File: src/rtl/sclto_pkg.sv
package sclto_pkg;
  typedef enum logic [1:0] {
    WIN_IDLE    = 2'd0,
    WIN_OPEN    = 2'd1,
    WIN_EXPIRED = 2'd2
  } win_state_e;
endpackage

File: src/rtl/sclto_lowcnt.sv
// Low-phase counter: counts consecutive enabled cycles and flags the last one.
module sclto_lowcnt #(
  parameter int LIMIT = 3_000_000
) (
  input  logic clk,
  input  logic rst,
  input  logic count_en,
  output logic expire
);
  localparam int CNT_W = $clog2(LIMIT + 1);
  localparam logic [CNT_W-1:0] LAST = CNT_W'(LIMIT - 1);

  logic [CNT_W-1:0] cnt;

  assign expire = count_en && (cnt == LAST);

  always_ff @(posedge clk) begin
    if (rst || !count_en) begin
      cnt <= '0;
    end else if (cnt != LAST) begin
      cnt <= cnt + 1'b1;
    end
  end
endmodule

File: src/rtl/sclto_window.sv
// Transaction window tracker and timeout outputs.
module sclto_window
  import sclto_pkg::*;
(
  input  logic       clk,
  input  logic       rst,
  input  logic       start_evt,
  input  logic       stop_evt,
  input  logic       expire,
  output win_state_e state_o,
  output logic       rst_pulse_o,
  output logic       release_o
);
  win_state_e state_q, state_d;

  always_comb begin
    state_d = state_q;
    unique case (state_q)
      WIN_IDLE: begin
        if (start_evt) state_d = WIN_OPEN;
      end
      WIN_OPEN: begin
        if (start_evt)     state_d = WIN_OPEN;
        else if (stop_evt) state_d = WIN_IDLE;
        else if (expire)   state_d = WIN_EXPIRED;
      end
      WIN_EXPIRED: begin
        if (start_evt) state_d = WIN_OPEN;
      end
      default: state_d = WIN_IDLE;
    endcase
  end

  always_ff @(posedge clk) begin
    if (rst) begin
      state_q     <= WIN_IDLE;
      rst_pulse_o <= 1'b0;
      release_o   <= 1'b0;
    end else begin
      state_q     <= state_d;
      rst_pulse_o <= (state_q == WIN_OPEN) && (state_d == WIN_EXPIRED);
      release_o   <= (state_d == WIN_EXPIRED);
    end
  end

  assign state_o = state_q;
endmodule

File: src/rtl/scl_timeout_mon.sv
module scl_timeout_mon
  import sclto_pkg::*;
#(
  parameter int TIMEOUT_CYC = 3_000_000
) (
  input  logic clk,
  input  logic rst,
  input  logic scl_i,
  input  logic start_evt_i,
  input  logic stop_evt_i,
  output logic bus_rst_o,
  output logic sda_release_o
);
  win_state_e win_state;
  logic       count_en;
  logic       expire;

  assign count_en = (win_state == WIN_OPEN) && !scl_i && !start_evt_i && !stop_evt_i;

  sclto_lowcnt #(.LIMIT(TIMEOUT_CYC)) u_lowcnt (
    .clk      (clk),
    .rst      (rst),
    .count_en (count_en),
    .expire   (expire)
  );

  sclto_window u_window (
    .clk         (clk),
    .rst         (rst),
    .start_evt   (start_evt_i),
    .stop_evt    (stop_evt_i),
    .expire      (expire),
    .state_o     (win_state),
    .rst_pulse_o (bus_rst_o),
    .release_o   (sda_release_o)
  );
endmodule

File: config.mk
export PLATFORM = sky130hd
export DESIGN_NAME = scl_timeout_mon
export DESIGN_NICKNAME = d
export VERILOG_FILES = /design/src/rtl/sclto_pkg.sv /design/src/rtl/sclto_lowcnt.sv /design/src/rtl/sclto_window.sv /design/src/rtl/scl_timeout_mon.sv
export SDC_FILE = /design/constraint.sdc
export NUM_CORES = 1
export LEC_CHECK = 0
export BUFFER_PORTS_ARGS = -buffer_cell sky130_fd_sc_hd__buf_4
export CELL_PAD_IN_SITES_DETAIL_PLACEMENT = 0
export CELL_PAD_IN_SITES_GLOBAL_PLACEMENT = 1
export CORE_MARGIN = 2
export CORE_UTILIZATION = 49
export DETAILED_ROUTE_END_ITERATION = 7
export PLACE_DENSITY_LB_ADDON = 0.1
export SLEW_MARGIN = 20
export SYNTH_ARGS = -nofsm -noshare
export SYNTH_HDL_FRONTEND = slang
export SYNTH_SLANG_ARGS = --single-unit
File: constraint.sdc
create_clock -name clk -period 4.86 [get_ports clk]
set_input_delay 0.729 -clock clk [delete_from_list [all_inputs] [get_ports clk]]
set_output_delay 0.729 -clock clk [all_outputs]
set_load 0.005 [all_outputs]
# ---- After elaboration in Yosys (flattened, before gate mapping)
# Index checks and enable logic that the tools add are counted.
dict set report word_totals {
  ff_bits 26
  latchBits 0
  ramBits 0
  rom_bits 0
  in_bits 5
  wordCells 27
  mem_count 0
}
dict set report classes {
  add_sub_neg 1
  n_mul 0
  div_mod_pow 0
  n_lt_le_gt_ge 0
  n_eq_ne 5
  shift 0
  n_mux 5
  bitwise 0
  reduce_logical 12
}
# op count
set ops {}
lappend ops {{$add 22x1->22 const B} 1}
lappend ops {{$eq 22x22->1 const B} 1}
lappend ops {{$ne 22x22->1 const B} 1}
lappend ops {{$mux 2} 4}
lappend ops {{$logic_and 1x1->1} 5}
lappend ops {{$eq 2x2->1 const B} 2}
lappend ops {{$logic_not 1->1} 4}
lappend ops {{$pmux 2 s2} 1}
lappend ops {{$eq 2x1->1 const B} 1}
lappend ops {{$logic_not 2->1} 1}
lappend ops {{$reduce_or 2->1} 1}
lappend ops {{$logic_or 1x1->1} 1}

# ---- Logic depth before layout (Yosys ltp)
dict set report depth {
  ltp_word 11
  depth_mapped 6
}

# ---- Hierarchy
# Synthesis repeated with hierarchy kept, for this count alone.
dict set report unflattened {
  cells_unflattened 135
  area_unflattened_um2 1228.7
}
# module n_inst cells_per_inst area_each_um2
set by_module_without_submodules {}
lappend by_module_without_submodules {sclto_lowcnt 1 121 1072.3}
lappend by_module_without_submodules {sclto_window 1 12 137.6}
lappend by_module_without_submodules {scl_timeout_mon 1 2 18.8}

# ---- Least setup slack after synthesis
# Ideal clock, no wire load.
dict set report synth_path {
  path_kind {input to register}
  startpoint {input port stop_evt_i}
  endpoint {register u_lowcnt.cnt[0]}
  setup_ns 0.080
  arrival_time_ns 1.845
  required_time_ns 4.780
  path_slack_ns 2.935
  stages 5
  path_cell_list {or3b_2 > or2_1 > buf_2 > buf_2 > nor3b_1}
}
dict set report synth_via {
  elab_chain_cells 4
}
# item line_no
set synth_lines {}
lappend synth_lines {{from (decl)} scl_timeout_mon.sv:10} ;# input logic stop_evt_i,
lappend synth_lines {{$logic_not 1->1} scl_timeout_mon.sv:18} ;# assign count_en = (win_state == WIN_OPEN) && !scl_i && !start_evt_i && !stop_evt_i;
lappend synth_lines {{$logic_and 1x1->1} scl_timeout_mon.sv:18}
lappend synth_lines {{$logic_not 1->1} sclto_lowcnt.sv:18} ;# if (rst || !count_en) begin
lappend synth_lines {{$logic_or 1x1->1} sclto_lowcnt.sv:18}
lappend synth_lines {{to (signal assigned)} sclto_lowcnt.sv:21} ;# cnt <= cnt + 1'b1;
lappend synth_lines {{to (decl)} sclto_lowcnt.sv:13} ;# logic [CNT_W-1:0] cnt;
# No other way between the ends.
# A chain may end at the register's enable or synchronous reset.

# ---- Worst setup path in the final report
dict set report layout_path {
  startpoint {register u_lowcnt.cnt[0]}
  endpoint {register u_lowcnt.cnt[18]}
}
dict set report layout_via {
  elab_chain_cells 1
  elab_cells_between_ends 2
}
# item line_no
set layout_lines {}
lappend layout_lines {{$add 22x1->22 or $ne 22x22->1 (tied branches)} {sclto_lowcnt.sv:21, sclto_lowcnt.sv:20}}
# Parallel ways exist; a longest one is shown, timed or not.

==> summary.txt <==
Clock network
  – Clock sinks: 26
  – Hold Buf Count CTS: 0
  – Post-cts resize count: 0
  – Worst skew pair latency: 0.32 ns
  – CTS tree: yes
  – Inserted Clock Buffers: 3
  – Worst-path clk slew: 0.14 ns
  – Htree depth: 1
  – Bufs on Longest Clock Path: 2
  – Post-CTS setup buffer count: 0
  – Clock Tree Root: clkbuf_4

Power and ir drop
  – VDD IR-drop max: 0.102 mV
  – Pwr dens: 243 nW/um2
  – Static Leak: 0.000394 uW

Floorplanning
  – Initial core utilization: 0.505
  – Core ar.: approximately 2400 um2
  – # rows: 18
  – Die height: 54.1 um
  – I/O pin cnt: 7
  – Die ar.: 2920 um2
  – Die Width: 54.1 um

Timing
  – RSZ-0062 raised after global routing: false
  – Setup TNS: 0 ns
  – Slew Viols, Final: 0
  – Peak Freq: 0.507 GHz
  – Final clock period utilization by the worst path: 0.406
  – Slew HR: 0.500
  – Final Skew: 0.0150 ns
  – Final Hold Viols: 0
  – Setup violators final: 0
  – Min Tclk post-route: 1.97 ns
  – Worst Tran Pin Value: 0.750 ns
  – Setup WS post-layout: 2.89 ns

Critical path
  – CP required: 5.12 ns
  – WS Path Type: flop to flop
  – Worst path arrival time: 2.23 ns
  – Crit-path max FO: 10
  – Worst setup EP type: flop
  – Worst setup SP type: flop

Final layout
  – Layout net count: 142
  – Layout cells sized above 1: 0.127
  – Layout Utilization: 0.527
  – Area grow syn2layout: 4.28%
  – Highest-count cells in the layout ignoring fill and taps: dfxtp_1, nor2_1, a21oi_1
  – Filler cell count: 239
  – Fin area: between 1000 and 1500 um2
  – Antenna cells: 0
  – Commonest non-fill, non-tap cell in the layout: dfxtp_1

Synth
  – Sequential area share after synthesis: 0.424
  – Synth top area cells: dfxtp_1, and4_1, xor2_1
  – Synth cell types: 37
  – Synth Net Count: between 100 and 150
  – Netlist Area Pre-Place: 1230 um2
  – Share of the synthesized area in the top cell type: 0.424
  – Async SR Flop Fraction: 0
  – Synth area leader: dfxtp_1
  – EDFF count, synth: 0
  – Yosys warns: 0
  – Avg Inst Size Synth: between 9 and 10 um2
  – FF+latch count, synth: 26
  – Main flop type after synthesis: dfxtp_1
  – Synth Instances: roughly 130

Routing
  – Routed Antenna Nets: 0
  – Starting DRC count in detailed routing: 22
  – Post-DR wirelength/cell: 14.9 um
  – DRC: 0
  – Vias per cell: slightly above 6
  – 1st-pass router iterations: 4
  – DR vias: 1,004
  – Detailed Route WL: 2440 um

Placed design
  – I/O Buffers: 6
  – Dpl cell area: 1260 um2
  – Final GP Congestion: 0.707
  – Final HPWL from detailed placement: 1680 um
  – Pre-CTS WS: between 2 and 3 ns

Global route
  – Global-route wire length before repair: 3870 um
  – Vias in the first global route: 857
  – Initial antenna violation count: 0
  – Overflow after GRT: 0
  – Global Route Usage Sum: 0.185
  – Pin count of the biggest net entering global routing: 24

Run status
  – Status: completed

Job
  – MaxCap Viol Count: 0

Worst hold path
  – Min-delay worst type: flop to flop
==> final cells by class <==
type                       instances  area, um2  area share
timing repair buffer               6       45.0      0.0352
inverter                           1       3.75     0.00293
tap                               30       37.5      0.0293
sequential                        26        520       0.406
clock buffer                       3       22.5      0.0176
multi-input combinational         98        652       0.509
==> metal layers <==
layer	track usage	share of wire	up-vias	wire (um)
li1	-	-	511	-
met1	0.241	0.51	481	1250
met2	0.313	0.46	10	1120
met3	0.0250	0.021	2	52
met4	0.0625	0.0061	0	15
met5	0	0	-	0
==> state kept, by name, summed over array words and instances (netlist names) <==
register,count
u_window.release_o,1
u_lowcnt.cnt,22
u_window.rst_pulse_o,1
u_window.state_o,2
==> critical path, cell delays in order (launching register included) <==
cell and delay, ns:
dfxtp_1 0.42, ha_1 0.23, and4_1 0.46, nand2_2 0.13, or4_1 0.52, a21oi_1 0.14
==> worst paths after layout <==
check / cells after the start / slack, ns / start / to
setup / recovery: 5 / 2.89 / u_lowcnt.cnt[0] / u_lowcnt.cnt[18]
setup reg to reg: 5 / 2.89 / u_lowcnt.cnt[0] / u_lowcnt.cnt[18]
hold reg to reg: 2 / 0.50 / u_lowcnt.cnt[21] / u_lowcnt.cnt[21]
hold / removal: 2 / 0.50 / u_lowcnt.cnt[21] / u_lowcnt.cnt[21]
==> where the power goes <==
part / switching (uW) / internal (uW) / total (uW)
clock network: 62.1 / 29.0 / 91.1
logic: 2.26 / 3.56 / 5.82
registers: 0.578 / 214 / 214
total: 65.0 / 246 / 311
==> synthesized netlist by cell type, types with 2 or more instances <==
| cell | instances |
|---|---|
| o31ai_1 | 4 |
| a21oi_1 | 10 |
| or3_1 | 2 |
| or4_1 | 4 |
| and4_1 | 8 |
| dfxtp_1 | 26 |
| buf_2 | 2 |
| nor4_1 | 2 |
| nand2_1 | 4 |
| a211oi_1 | 2 |
| nand3_1 | 5 |
| xor2_1 | 8 |
| nor3_1 | 2 |
| a31oi_1 | 4 |
| o21ai_0 | 8 |
| buf_6 | 2 |
| nand4_1 | 8 |
| nor2_1 | 11 |
| and2_1 | 2 |
==> cell families (layout without fill, tap and decap cells) <==
| logic type | after synthesis | in the layout | share of synthesized area |
|---|---|---|---|
| compound gates | 29 | 29 | 0.140 |
| flops | 26 | 26 | 0.424 |
| simple gates | 60 | 60 | 0.324 |
| buf+inv | 8 | 10 | 0.0458 |
| xor+xnor | 8 | 8 | 0.0570 |
| fa+ha+maj | 1 | 1 | 0.0102 |
==> through the flow <==
step	instances	hold WS (ns)	total power (uW)
final	164	0.497	311
after detailed placement	161	0.475	225
after floorplan	132	0.445	222
after global routing	164	0.544	323
after global placement	161	0.471	225
after CTS	164	0.498	316
No activity file was read; power rests on OpenSTA's default activity.
